`src/rtl/fwb_pkg.sv`:
```
package fwb_pkg;
  typedef enum logic [2:0] {
    OP_ADD = 3'd0, OP_SUB = 3'd1, OP_MUL = 3'd2, OP_DIV = 3'd3,
    OP_MOV = 3'd4, OP_NEG = 3'd5, OP_TST = 3'd6, OP_ARI = 3'd7
  } fwb_op_e;

  typedef enum logic [1:0] {
    FC_RSV = 2'b00, FC_UNF = 2'b01, FC_OVF = 2'b10, FC_DVZ = 2'b11
  } fwb_cause_e;

  typedef struct packed {
    logic n;
    logic z;
    logic v;
    logic c;
  } fwb_cc_t;

  localparam int unsigned CC_W = $bits(fwb_cc_t);
endpackage

```
`src/rtl/fwb_fault_sel.sv`:
```
module fwb_fault_sel
  import fwb_pkg::*;
(
  input  logic       rsv_i,
  input  logic       unf_i,
  input  logic       ovf_i,
  input  logic       dvz_i,
  input  logic       fu_en_i,
  output logic       fault_o,
  output fwb_cause_e cause_o
);
  logic unf_fault;
  assign unf_fault = unf_i & fu_en_i;
  assign fault_o   = rsv_i | dvz_i | ovf_i | unf_fault;

  // fixed priority: reserved > div0 > overflow > underflow
  always_comb begin
    if (rsv_i)      cause_o = FC_RSV;
    else if (dvz_i) cause_o = FC_DVZ;
    else if (ovf_i) cause_o = FC_OVF;
    else            cause_o = FC_UNF;
  end
endmodule

```
`src/rtl/fwb_result_sel.sv`:
```
module fwb_result_sel
  import fwb_pkg::*;
#(
  parameter int unsigned DATA_W = 32
) (
  input  fwb_op_e           op_i,
  input  logic [DATA_W-1:0] res_i,
  input  logic              unf_i,
  input  logic              fault_i,
  output logic [DATA_W-1:0] value_o,
  output logic              wr_en_o,
  output logic [DATA_W-1:0] wr_data_o
);
  // quiet underflow substitutes zero
  assign value_o   = unf_i ? '0 : res_i;
  assign wr_en_o   = !fault_i && (op_i != OP_TST);
  assign wr_data_o = wr_en_o ? value_o : '0;
endmodule

```
`src/rtl/fwb_cc_unit.sv`:
```
module fwb_cc_unit
  import fwb_pkg::*;
#(
  parameter int unsigned DATA_W = 32
) (
  input  logic              clk_i,
  input  logic              rst_ni,
  input  logic              upd_i,
  input  fwb_op_e           op_i,
  input  logic [DATA_W-1:0] value_i,
  input  logic              ld_i,
  input  fwb_cc_t           ld_val_i,
  output fwb_cc_t           cc_o
);
  fwb_cc_t cc_q, cc_d;

  always_comb begin
    cc_d = cc_q;
    if (upd_i) begin
      cc_d.n = value_i[DATA_W-1];
      cc_d.z = (value_i == '0);
      cc_d.v = 1'b0;
      cc_d.c = (op_i == OP_MOV) ? cc_q.c : 1'b0;
    end else if (ld_i) begin
      cc_d = ld_val_i;
    end
  end

  always_ff @(posedge clk_i or negedge rst_ni) begin
    if (!rst_ni) cc_q <= '0;
    else         cc_q <= cc_d;
  end

  assign cc_o = cc_q;
endmodule

```
`src/rtl/fwb_unit.sv`:
```
module fwb_unit
  import fwb_pkg::*;
#(
  parameter int unsigned DATA_W = 32
) (
  input  logic              clk_i,
  input  logic              rst_ni,
  input  logic              in_valid_i,
  output logic              in_ready_o,
  input  logic [2:0]        op_i,
  input  logic [DATA_W-1:0] res_i,
  input  logic              rsv_i,
  input  logic              unf_i,
  input  logic              ovf_i,
  input  logic              dvz_i,
  input  logic              fu_en_i,
  input  logic              cc_ld_i,
  input  logic [3:0]        cc_ld_val_i,
  output logic              out_valid_o,
  output logic              wr_en_o,
  output logic [DATA_W-1:0] wr_data_o,
  output logic              fault_o,
  output logic [1:0]        cause_o,
  output logic [3:0]        cc_o
);
  fwb_op_e           op;
  logic              accept, fault_c, wr_en_c;
  fwb_cause_e        cause_c;
  logic [DATA_W-1:0] value_c, wr_data_c;
  fwb_cc_t           cc;

  logic              ready_q, valid_q, wr_en_q, fault_q;
  logic [1:0]        cause_q;
  logic [DATA_W-1:0] wr_data_q;

  assign op     = fwb_op_e'(op_i);
  assign accept = in_valid_i && ready_q;

  fwb_fault_sel u_fault (
    .rsv_i   (rsv_i),
    .unf_i   (unf_i),
    .ovf_i   (ovf_i),
    .dvz_i   (dvz_i),
    .fu_en_i (fu_en_i),
    .fault_o (fault_c),
    .cause_o (cause_c)
  );

  fwb_result_sel #(.DATA_W(DATA_W)) u_res (
    .op_i      (op),
    .res_i     (res_i),
    .unf_i     (unf_i),
    .fault_i   (fault_c),
    .value_o   (value_c),
    .wr_en_o   (wr_en_c),
    .wr_data_o (wr_data_c)
  );

  fwb_cc_unit #(.DATA_W(DATA_W)) u_cc (
    .clk_i    (clk_i),
    .rst_ni   (rst_ni),
    .upd_i    (accept && !fault_c),
    .op_i     (op),
    .value_i  (value_c),
    .ld_i     (cc_ld_i),
    .ld_val_i (fwb_cc_t'(cc_ld_val_i)),
    .cc_o     (cc)
  );

  always_ff @(posedge clk_i or negedge rst_ni) begin
    if (!rst_ni) begin
      ready_q   <= 1'b0;
      valid_q   <= 1'b0;
      wr_en_q   <= 1'b0;
      fault_q   <= 1'b0;
      cause_q   <= '0;
      wr_data_q <= '0;
    end else begin
      ready_q   <= 1'b1;
      valid_q   <= accept;
      wr_en_q   <= accept && wr_en_c;
      fault_q   <= accept && fault_c;
      cause_q   <= accept ? cause_c : 2'b00;
      wr_data_q <= accept ? wr_data_c : '0;
    end
  end

  assign in_ready_o  = ready_q;
  assign out_valid_o = valid_q;
  assign wr_en_o     = wr_en_q;
  assign wr_data_o   = wr_data_q;
  assign fault_o     = fault_q;
  assign cause_o     = cause_q;
  assign cc_o        = cc;

  AST_STROBE_AFTER_ACCEPT: assert property (@(posedge clk_i) disable iff (!rst_ni)
    (in_valid_i && in_ready_o) |=> out_valid_o);
  AST_NO_STROBE_IDLE: assert property (@(posedge clk_i) disable iff (!rst_ni)
    !(in_valid_i && in_ready_o) |=> !out_valid_o);
  AST_FAULT_NO_WRITE: assert property (@(posedge clk_i) disable iff (!rst_ni)
    fault_o |-> !wr_en_o);
  AST_WRITE_UNDER_STROBE: assert property (@(posedge clk_i) disable iff (!rst_ni)
    (wr_en_o || fault_o) |-> out_valid_o);
  AST_V_CLEAR: assert property (@(posedge clk_i) disable iff (!rst_ni)
    (out_valid_o && !fault_o) |-> !cc_o[1]);
  AST_CC_FROZEN_ON_FAULT: assert property (@(posedge clk_i) disable iff (!rst_ni)
    (out_valid_o && fault_o && !$past(cc_ld_i)) |-> (cc_o == $past(cc_o)));
  AST_QUIET_UNF_ZERO: assert property (@(posedge clk_i) disable iff (!rst_ni)
    (in_valid_i && in_ready_o && unf_i && !fu_en_i && !rsv_i && !ovf_i && !dvz_i)
      |=> (!fault_o && wr_data_o == '0));
endmodule

```
`config.mk`:
```
export PLATFORM = sky130hd
export DESIGN_NAME = fwb_unit
export DESIGN_NICKNAME = d
export VERILOG_FILES = /design/src/rtl/fwb_pkg.sv /design/src/rtl/fwb_fault_sel.sv /design/src/rtl/fwb_result_sel.sv /design/src/rtl/fwb_cc_unit.sv /design/src/rtl/fwb_unit.sv
export SDC_FILE = /design/constraint.sdc
export NUM_CORES = 1
export LEC_CHECK = 0
export ABC_AREA = 1
export ABC_CLOCK_PERIOD_IN_PS = 1200
export BUFFER_PORTS_ARGS = -buffer_cell sky130_fd_sc_hd__buf_4
export CAP_MARGIN = 5
export CORE_ASPECT_RATIO = 1.1
export CORE_MARGIN = 3
export CORE_UTILIZATION = 39
export DETAILED_ROUTE_END_ITERATION = 6
export PLACE_DENSITY = 0.74
export SETUP_SLACK_MARGIN = 0.4
export SKIP_LAST_GASP = 1
export SLEW_MARGIN = 30
export SYNTH_ARGS = -nofsm -noshare
export SYNTH_HDL_FRONTEND = slang
export SYNTH_SLANG_ARGS = --single-unit
export TNS_END_PERCENT = 1
```
`constraint.sdc`:
```
create_clock -name clk_i -period 1.2 [get_ports clk_i]
set_clock_uncertainty 0.15 [all_clocks]
set_input_delay 0.06 -clock clk_i [delete_from_list [all_inputs] [get_ports clk_i]]
set_output_delay 0.06 -clock clk_i [all_outputs]
set_load 0.005 [all_outputs]
```
After elaboration in Yosys (flattened, before gate mapping)
Index checks and enable logic that the tools add are counted.
- flip-flop bits (word level): 42
- latch bits: 0
- bits in writable memories: 0
- memory bits (read-only): 0
- input port bits: 48
- output and inout port bits: 42
- logic and storage cells: 36
- memories: 0
- add/sub/neg operators: 0
- $mul: 0
- div/mod/pow operators: 0
- order comparisons: 0
- eq/ne operators: 3
- shift operators: 0
- mux-type cells: 10
- bitwise logic cells: 4
- reduce and logical (&&, ||, !) cells: 9
- operators by type and width (kind ; count):
    $mux 32 ; 3
    $logic_not 32->1 ; 1
    $mux 2 ; 4
    $mux 4 ; 2
    $logic_and 1x1->1 ; 5
    $eq 3x3->1 const B ; 1
    $ne 3x3->1 const B ; 1
    $or 1x1->1 ; 3
    $ne 2x2->1 const B ; 1
    $reduce_and 2->1 ; 1
    $reduce_bool 2->1 ; 1
    $and 1x1->1 ; 1
    $logic_not 1->1 ; 1
    $mux 1 ; 1

Longest topological paths before layout
Gate-level depths: netlist (run 1).
- depth after elaboration: 7
- mapped depth: 9
- mapped depth without buffers: 8

Modules after synthesis
A second synthesis (run 1) with hierarchy kept.
- cell total of the unflattened synthesis: 285
- area, all modules: 2223.4 um^2
- modules (own cells, without submodules) (module ; times used ; cells each ; area an instance (um^2) ; seq. area each (um^2)):
    fwb_unit ; 1 ; 118 ; 1322.5 ; 950.9
    fwb_result_sel ; 1 ; 108 ; 553.0 ; 0.0
    fwb_cc_unit ; 1 ; 52 ; 312.8 ; 100.1
    fwb_fault_sel ; 1 ; 7 ; 35.0 ; 0.0

Least setup slack after synthesis (run 1)
No wires, ideal clock.
- path kind: register to register
- start: register ready_q (netlist: in_ready_o)
- end: register wr_data_q[29] (netlist: wr_data_o[29])
- setup time: 86 ps
- arrival: 1095 ps
- required time: 964 ps
- setup slack: -131 ps
- cell stages (with the launch flop): 8
- buffers on the path: 1
- period minus slack after synthesis: 1331 ps
- path through: dfrtp_1 nand2_1 nor2_1 inv_1 nor2_4 nand2_2 buf_4 nor3_1
- cells in the longest elaborated chain, start to end: 2
- ends and longest elaborated chain (what ; RTL line ; source):
    start: declaration ; fwb_unit.sv:32 ; logic ready_q, valid_q, wr_en_q, fault_q;
    start signal: assignment ; fwb_unit.sv:72 ; ready_q <= 1'b0;
    start signal: assignment ; fwb_unit.sv:79 ; ready_q <= 1'b1;
    $logic_and 1x1->1 ; fwb_unit.sv:37 ; assign accept = in_valid_i && ready_q;
    $mux 32 ; fwb_unit.sv:84 ; wr_data_q <= accept ? wr_data_c : '0;
    end signal: assignment ; fwb_unit.sv:84 ;
    end: declaration ; fwb_unit.sv:34 ; logic [DATA_W-1:0] wr_data_q;
Every way passes these cells.
A chain may end at the register's enable or synchronous reset.

Final worst setup path (run 1)
- start: register ready_q (netlist: in_ready_o)
- end: register wr_data_q[30] (netlist: wr_data_o[30])
The elaborated chain is that of the path after synthesis.

==> results of run 1 <==
-- synth_stat cells --
library cell	count
sky130_fd_sc_hd__inv_2	1
sky130_fd_sc_hd__o21ai_2	1
sky130_fd_sc_hd__nor2_4	1
sky130_fd_sc_hd__a31oi_1	1
sky130_fd_sc_hd__nand2_2	1
sky130_fd_sc_hd__nand3_1	7
sky130_fd_sc_hd__nor3_1	5
sky130_fd_sc_hd__nand2_1	56
sky130_fd_sc_hd__a21oi_1	3
sky130_fd_sc_hd__dfrtp_1	42
sky130_fd_sc_hd__inv_1	15
sky130_fd_sc_hd__o21ai_0	4
sky130_fd_sc_hd__nor2_1	40
sky130_fd_sc_hd__buf_6	2
sky130_fd_sc_hd__buf_4	4
sky130_fd_sc_hd__conb_1	1
-- layer usage --
layer,up-vias,GRT usage,share of wire
met5,-,0,0
met4,0,0.0464,0.011
met3,5,0.0589,0.083
met2,58,0.310,0.53
met1,685,0.186,0.37
li1,799,-,-
-- worst paths after layout --
check | start | depth (start not counted) | to | slack [ns]
max | in_ready_o$_DFF_PN0_ | 7 | wr_data_o[30]$_DFF_PN0_ | -0.14
min | rst_ni | 1 | wr_data_o[23]$_DFF_PN0_ | -0.40
max reg2reg | in_ready_o$_DFF_PN0_ | 7 | wr_data_o[30]$_DFF_PN0_ | -0.14
min reg2reg | u_cc.cc_o[1]$_DFFE_PN0P_ | 2 | u_cc.cc_o[1]$_DFFE_PN0P_ | 0.34
max in group asynchronous | rst_ni | 1 | wr_data_o[7]$_DFF_PN0_ | 0.94
min in group clk_i | ovf_i | 2 | cause_o[0]$_DFF_PN0_ | -0.20
-- through the flow --
step	setup TNS, ns	total power, uW	hold WS [ns]	std cells
3_3_place_gp	-3.15	1860	-0.0779	339
4_1_cts	-3.84	2810	-0.388	357
2_1_floorplan	-2.31	1600	-0.386	184
5_1_grt	-7.23	2930	-0.366	358
6_report	-4.40	2770	-0.404	358
3_5_place_dp	-4.75	1860	-0.0737	339
-- area by class of cell --
class | instances | area (um^2)
flip-flops and latches | 42 | 1050
clock buffers | 7 | 86.3
inverters | 16 | 60.1
fillers | 344 | 1270
repair buffers | 120 | 961
multi-input cells | 120 | 529
clock inverters | 1 | 5.00
well taps | 52 | 65.1
-- cells in the final DEF, fill, tap and decap left out --
cell	count
sky130_fd_sc_hd__a21oi_1	3
sky130_fd_sc_hd__a31oi_1	1
sky130_fd_sc_hd__buf_12	3
sky130_fd_sc_hd__buf_4	109
sky130_fd_sc_hd__buf_6	2
sky130_fd_sc_hd__clkbuf_1	1
sky130_fd_sc_hd__clkbuf_8	6
sky130_fd_sc_hd__clkinv_2	1
sky130_fd_sc_hd__conb_1	1
sky130_fd_sc_hd__dfrtp_1	42
sky130_fd_sc_hd__dlygate4sd3_1	6
sky130_fd_sc_hd__inv_1	14
sky130_fd_sc_hd__inv_2	2
sky130_fd_sc_hd__nand2_1	55
sky130_fd_sc_hd__nand2_2	1
sky130_fd_sc_hd__nand2_4	1
sky130_fd_sc_hd__nand3_1	6
sky130_fd_sc_hd__nand3_4	1
sky130_fd_sc_hd__nor2_1	39
sky130_fd_sc_hd__nor2_4	2
sky130_fd_sc_hd__nor3_1	3
sky130_fd_sc_hd__nor3_2	2
sky130_fd_sc_hd__o21ai_0	3
sky130_fd_sc_hd__o21ai_1	1
sky130_fd_sc_hd__o21ai_2	1
-- logic make-up (layout without fill, tap and decap cells) --
group / count (synthesis) / count (layout)
other: 1 / 1
DFF: 42 / 42
AOI/OAI and AO/OA: 9 / 9
buffers and inverters: 22 / 144
and+or+nand+nor: 110 / 110
-- power groups by stage --
stage | Combinational, uW | Clock, uW | Sequential, uW
6_report | 416 | 898 | 1450
5_1_grt | 467 | 1010 | 1450
4_1_cts | 413 | 943 | 1450
3_5_place_dp | 386 | 0 | 1480
3_3_place_gp | 382 | 0 | 1480
2_1_floorplan | 124 | 0 | 1480
-- sequential cells by signal (all words and copies together) (netlist names) --
register and flops:
wr_data_o 32, u_cc.cc_o 4, cause_o 2, fault_o 1, in_ready_o 1, out_valid_o 1
wr_en_o 1
-- what timing repair did --
| action | in CTS | in global routing |
|---|---|---|
| endpoints found under the hold margin | 82 | 77 |
| pin swaps | 3 | 4 |
| gates cloned | 0 | 0 |
| setup endpoints to repair | 82 | 83 |
| setup buffers | 4 | 1 |
| gates resized for setup | 6 | 4 |
==> Implementation_results.wiki, run 1 <==
{| class="wikitable"
! Metric !! Value
|-
| RePlAce Congestion || 0.772
|-
| Switch share || 0.227
|-
| Share of synthesized cell area in full adder, half adder and majority cells || 0
|-
| Type of the setup path with the least slack || reg2reg
|-
| Number of global-route vias before repair || 1,446
|-
| Clock transition time at the flip-flop clock pins of the worst setup and hold paths || 0.07 ns
|-
| Post-synthesis cell count || 184
|-
| Worst path buffer plus inverter count || 2
|-
| Fraction of the mapped netlist area in simple logic gates || 0.265
|-
| Data arrival, critical path || 1.40 ns
|-
| Synth Cell Area || 0.00166 mm^2
|-
| Crit start category || flop
|-
| Post-synthesis sequential area ratio || 0.635
|-
| Max-slew violation count || 0
|-
| Detailed-router iteration count before antenna repair || 4
|-
| Count of yosys warnings during synthesis || 0
|-
| Power density over cell area || 1000 mW/mm^2
|-
| Final critical-path setup slack || -0.144 ns
|-
| Wire length of the first global-routing pass || 6340 um
|-
| Post-synthesis compound-gate area fraction || 0.0302
|-
| Worst-case clock buffer depth || 2
|-
| Cell chain of the critical path || nand2_2 > nor2_4 > inv_2 > nor2_4 > nand2_4 > buf_12 > nor3_2
|-
| Headroom to the max-slew limit || 0.654
|-
| Required arrival time at the worst endpoint || 1.26 ns
|-
| Mean area per synthesized cell || 9.00 um^2
|-
| Number of vias in the routed layout || 1,547
|-
| Clock network fraction of design power || 0.325
|-
| Slowest stage delay, CP || 0.36 ns
|-
| RSZ-0062 raised after global routing || yes
|-
| Insertion delay to the later sink of the worst-skew pair || 0.28 ns
|-
| CTS tree || done
|-
| Post-route cell area || 0.00276 mm^2
|-
| Sequential power share || 0.525
|-
| Clock sink count || 42
|-
| Overflow left after global routing || 0
|-
| Antenna violations before repair || 0
|-
| Final critical delay including setup and external delays || 1.34 ns
|-
| Leak pwr || 0.00158 uW
|-
| Share of the core filled with cells || 0.685
|-
| Proportion of layout cells with a drive suffix above 1 || 0.428
|-
| Cell row count || 24
|-
| Total Routed Length || 4080 um
|-
| Total global-route track usage || 0.171
|-
| Starting utilization of the core area || 0.411
|-
| Net switching power figure || 627 uW
|-
| Crit Path Max Fanout || 17
|-
| DRC || 0
|-
| Synth top area share || 0.635
|-
| # setup viols final || 40
|-
| Synthesized Nets || 232
|-
| Netlist cell types || 16
|-
| Dpl ws || -0.178 ns
|-
| IO Pins || 90
|-
| Biggest area contributors in the synthesized netlist || sky130_fd_sc_hd__dfrtp_1 63%, sky130_fd_sc_hd__nand2_1 13%, sky130_fd_sc_hd__nor2_1 9.1%
|-
| Growth of design area from synthesis to finish || 66.6%
|-
| Port Buffer Count || 89
|-
| Internal Power || 2140 uW
|-
| Area leader, netlist || sky130_fd_sc_hd__dfrtp_1
|-
| H-tree level count || 2
|-
| Chip height || 74.3 um
|-
| Library cell used as clock root buffer || sky130_fd_sc_hd__clkbuf_8
|-
| Cell area after placement || 0.00253 mm^2
|-
| Tightest hold margin || -0.404 ns
|-
| Final antenna-violating net count || 0
|-
| Most common cell type on the critical path || sky130_fd_sc_hd__nor2_4
|-
| Quantity of hold-fixing buffers added after cts || 6
|-
| DRC marker count from the first detailed-route iteration || 85
|-
| Failing checks || negative hold slack, negative setup slack
|-
| Overall die area || 0.00506 mm^2
|-
| Peak supply drop || 0.000742 V
|-
| Worst slew pin tran || 0.519 ns
|-
| Maximum achievable frequency || 744 MHz
|-
| Die X || 68.1 um
|-
| Xor-xnor portion of the synthesized cell area || 0
|-
| Detail-routed via count per cell || 4.32
|-
| Crit path max-delay cell type || sky130_fd_sc_hd__dfrtp_1
|-
| Fraction of synthesized area in multiplexers || 0
|-
| Worst hold path type || in2async
|-
| Result of the run || complete, but fails checks
|-
| Combinational share of power || 0.151
|-
| Largest family of logic cells by synthesized area || simple AND/OR/NAND/NOR gates
|-
| Number of buffers created by CTS || 5
|-
| Ratio of final minimum period to clock period || 1.12
|-
| Number of antenna diodes || 0
|-
| Placeable Area || 0.00402 mm^2
|-
| Largest net degree at the start of global routing || 43
|-
| Final #Nets || 353
|-
| Type of destination of the critical path || flop
|-
| Number of maximum-capacitance violations || 0
|-
| Final Hold Violating Endpoints || 78
|-
| FF+latch count, synth || 42
|-
| Top cell family by delay on the critical path || simple AND/OR/NAND/NOR gates
|-
| Post-detailed-placement half-perimeter wirelength || 3010 um
|-
| Post-detailed-route wirelength per cell || 11.4 um
|}
Note: power is estimated with default switching activity, not from simulation.
==> inputs of run 2 (changes only) <==
--- a/config.mk
+++ b/config.mk
@@ -11,13 +11,15 @@
 export CAP_MARGIN = 5
 export CORE_ASPECT_RATIO = 1.1
 export CORE_MARGIN = 3
-export CORE_UTILIZATION = 39
+export CORE_UTILIZATION = 45
+export CTS_BUF_LIST = sky130_fd_sc_hd__clkbuf_4
 export DETAILED_ROUTE_END_ITERATION = 6
-export PLACE_DENSITY = 0.74
+export PLACE_DENSITY = 0.78
 export SETUP_SLACK_MARGIN = 0.4
 export SKIP_LAST_GASP = 1
 export SLEW_MARGIN = 30
 export SYNTH_ARGS = -nofsm -noshare
 export SYNTH_HDL_FRONTEND = slang
+export SYNTH_HIERARCHICAL = 1
 export SYNTH_SLANG_ARGS = --single-unit
 export TNS_END_PERCENT = 1
==> run 2 against run 1 <==
The run ends with negative hold slack left. Wire length is 22% higher. Largest power group unchanged. Sequential share of layout area decreased by 6.0 points. Flip-flop and latch count is the same.
==> Implementation_results.wiki, run 2 <==
{| class="wikitable"
! Metric !! Value
|-
| Count of yosys warnings during synthesis || 6
|-
| Quantity of hold-fixing buffers added after cts || 4
|-
| Biggest area contributors in the synthesized netlist || sky130_fd_sc_hd__dfrtp_1 47%, sky130_fd_sc_hd__nor2_2 14%, sky130_fd_sc_hd__inv_1 12%
|-
| Clock sink count || 42
|-
| Number of antenna diodes || 0
|-
| Post-synth top flop || sky130_fd_sc_hd__dfrtp_1
|-
| Proportion of synthesized flip-flops having asynchronous set or reset || 1.00
|-
| DRC marker count from the first detailed-route iteration || 139
|-
| Post-synthesis cell count || 285
|-
| Area leader, netlist || sky130_fd_sc_hd__dfrtp_1
|-
| Crit path max-delay cell type || sky130_fd_sc_hd__dfrtp_1
|-
| Ratio of final minimum period to clock period || 0.990
|-
| Synthesized Nets || 333
|-
| Top cell family by delay on the critical path || flip-flops
|-
| Dpl ws || -0.208 ns
|-
| Insertion delay to the later sink of the worst-skew pair || 0.34 ns
|-
| Worst slew pin tran || 0.529 ns
|-
| Port Buffer Count || 89
|-
| Number of maximum-capacitance violations || 0
|-
| Cell chain of the critical path || nand2_2 > nor2_4 > inv_4 > buf_6 > a21oi_2 > o21ai_1
|-
| Tightest hold margin || -0.165 ns
|-
| Start point of the worst hold path || cc_ld_i
|-
| Reg2reg path depth || 6
|-
| Die X || 73.0 um
|-
| Growth of design area from synthesis to finish || 47.0%
|-
| # placed instances || 456
|-
| Slack of the worst reg-to-reg path || 0.01 ns
|-
| Type of the setup path with the least slack || reg2reg
|-
| Worst-case clock buffer depth || 2
|-
| Overall die area || 0.00582 mm^2
|-
| Reg2Reg Launch Point || in_ready_o$_DFF_PN0_
|-
| Synth top area share || 0.473
|-
| Detailed-router iteration count before antenna repair || 4
|-
| Slowest stage delay, CP || 0.38 ns
|-
| CTS tree || done
|-
| Count of non-filler cells in the finished layout || 469
|-
| Crit Path Max Fanout || 7
|-
| Final antenna-violating net count || 0
|-
| Headroom to the max-slew limit || 0.647
|-
| Leak pwr || 0.00185 uW
|-
| Cell types with the highest counts after synthesis || 74 x sky130_fd_sc_hd__inv_1, 51 x sky130_fd_sc_hd__nor2_2, 44 x sky130_fd_sc_hd__nand2_1
|-
| Data arrival, critical path || 1.28 ns
|-
| Total Routed Length || 4960 um
|-
| Netlist cell types || 21
|-
| Mean area per synthesized cell || 7.80 um^2
|-
| Type of destination of the critical path || flop
|-
| Dominant cell by count in the synthesized netlist || sky130_fd_sc_hd__inv_1
|-
| Crit start category || flop
|-
| Worst hold path type || in2reg
|-
| Number of vias in the routed layout || 2,004
|-
| Final Hold Violating Endpoints || 32
|-
| Max-slew violation count || 0
|-
| Clock transition time at the flip-flop clock pins of the worst setup and hold paths || 0.12 ns
|-
| Final critical delay including setup and external delays || 1.19 ns
|-
| Wire length of the first global-routing pass || 8310 um
|-
| Peak supply drop || 0.000534 V
|-
| DRC || 0
|-
| Final critical-path setup slack || 0.0124 ns
|-
| Post-detailed-route wirelength per cell || 10.6 um
|-
| RSZ-0062 raised after global routing || yes
|-
| Maximum achievable frequency || 842 MHz
|-
| Largest net degree at the start of global routing || 43
|-
| Result of the run || complete, but fails checks
|-
| Max FFs per register || 32
|-
| Failing checks || negative hold slack
|-
| Synth Cell Area || 0.00222 mm^2
|-
| Endpoint of the worst register-to-register path || u_cc/cc_o[0]$_DFFE_PN0P_
|-
| Post-detailed-placement half-perimeter wirelength || 3830 um
|-
| Number of global-route vias before repair || 1,933
|-
| FF+latch count, synth || 42
|-
| IO Pins || 90
|-
| Starting utilization of the core area || 0.471
|-
| Final #Nets || 461
|-
| Worst path buffer plus inverter count || 2
|-
| H-tree level count || 2
|-
| # setup viols final || 0
|-
| Power density over cell area || 818 mW/mm^2
|-
| Post-synthesis sequential area ratio || 0.473
|-
| Chip height || 79.7 um
|-
| Placeable Area || 0.00472 mm^2
|-
| Antenna violations before repair || 0
|-
| Cell row count || 26
|-
| Library cell used as clock root buffer || sky130_fd_sc_hd__clkbuf_4
|-
| Worst hold path stage count || 3
|-
| Number of flops mapped to enable cells by yosys || 0
|-
| Required arrival time at the worst endpoint || 1.30 ns
|-
| RePlAce Congestion || 0.771
|-
| Number of buffers created by CTS || 5
|-
| Commonest non-fill, non-tap cell in the layout || sky130_fd_sc_hd__buf_4
|-
| Overflow left after global routing || 0
|-
| Total global-route track usage || 0.185
|-
| Hold Crit Endpoint || u_cc/cc_o[1]$_DFFE_PN0P_
|-
| Detail-routed via count per cell || 4.27
|-
| Highest-count cells in the layout ignoring fill and taps || 124 x sky130_fd_sc_hd__buf_4, 74 x sky130_fd_sc_hd__inv_1, 51 x sky130_fd_sc_hd__nor2_2
|-
| Proportion of layout cells with a drive suffix above 1 || 0.477
|}
## run 2: changes by cell type in the layout (fill, tap and decap cells not counted), sizes merged, moves of 2 or more
cell and change:
nor3 -5, buf +13, nand3 +3, inv +62
nor2 +50, nand2 -12, dlygate4sd3 -2, nand4 +2
o21ai -3
## run 2: cell type report
class / count / area, um^2
flip-flops and latches: 42 / 1050
fillers: 384 / 1450
multi-input cells: 154 / 774
clock buffers: 7 / 52.6
inverters: 79 / 299
repair buffers: 131 / 1020
well taps: 56 / 70.1
## run 2: worst max-delay path by stage
stage               cells past startpoint            startpoint  slack, ns                  endpoint
finish                                  6  in_ready_o$_DFF_PN0_       0.01  u_cc/cc_o[0]$_DFFE_PN0P_
global route                            8  in_ready_o$_DFF_PN0_      -0.08  u_cc/cc_o[2]$_DFFE_PN0P_
CTS                                     8  in_ready_o$_DFF_PN0_      -0.04  u_cc/cc_o[2]$_DFFE_PN0P_
detailed placement                     11                 unf_i      -0.21  u_cc/cc_o[2]$_DFFE_PN0P_
global placement                       11                 unf_i      -0.14  u_cc/cc_o[2]$_DFFE_PN0P_
floorplan                               9  in_ready_o$_DFF_PN0_      -0.04  u_cc/cc_o[2]$_DFFE_PN0P_
## run 2: report_power, final
group          total (uW)  internal, uW  switching (uW)
sequential           1450          1440            13.1
clock                 695           267             429
combinational         527           274             252
total                2670          1980             694
## run 2: cells by family (layout without fill, tap and decap cells)
logic type,after synthesis,after routing,share of synthesized area
compound gates,4,4,0.0107
buf+inv,89,217,0.189
other cells,1,1,0.00169
flops,42,42,0.473
simple gates,149,149,0.326
## run 2: worst reg2reg max path, cell delays in order, from the launching register on
cell and delay (ns):
sky130_fd_sc_hd__dfrtp_1 0.38, sky130_fd_sc_hd__nand2_2 0.09, sky130_fd_sc_hd__nor2_4 0.12, sky130_fd_sc_hd__inv_4 0.07, sky130_fd_sc_hd__buf_6 0.12, sky130_fd_sc_hd__a21oi_2 0.09, sky130_fd_sc_hd__o21ai_1 0.08
## run 2: what timing repair did
| action | CTS | global route |
|---|---|---|
| buffers inserted | 2 | 0 |
| pin swaps | 6 | 2 |
| endpoints found under the hold margin | 80 | 27 |
| resized for setup | 3 | 2 |
| endpoints found under the setup margin | 83 | 125 |
## run 2: layer usage
layer  global-route usage  wire length (um)  up-vias
met5                    0                 0        -
met4               0.0701                97        0
met3               0.0491               372       10
met2                0.329              2640       64
met1                0.208              1850      887
li1                     -                 -     1043
## run 2: through the flow
step	utilization	area (um^2)	TNS, ns	power, uW
2_1_floorplan	-	2230	-0.0440	1710
3_3_place_gp	0.667	3140	-1.97	1990
3_5_place_dp	0.667	3140	-3.34	2000
4_1_cts	0.692	3260	-0.0847	2710
5_1_grt	0.693	3270	-0.790	2840
6_report	0.693	3270	0	2670
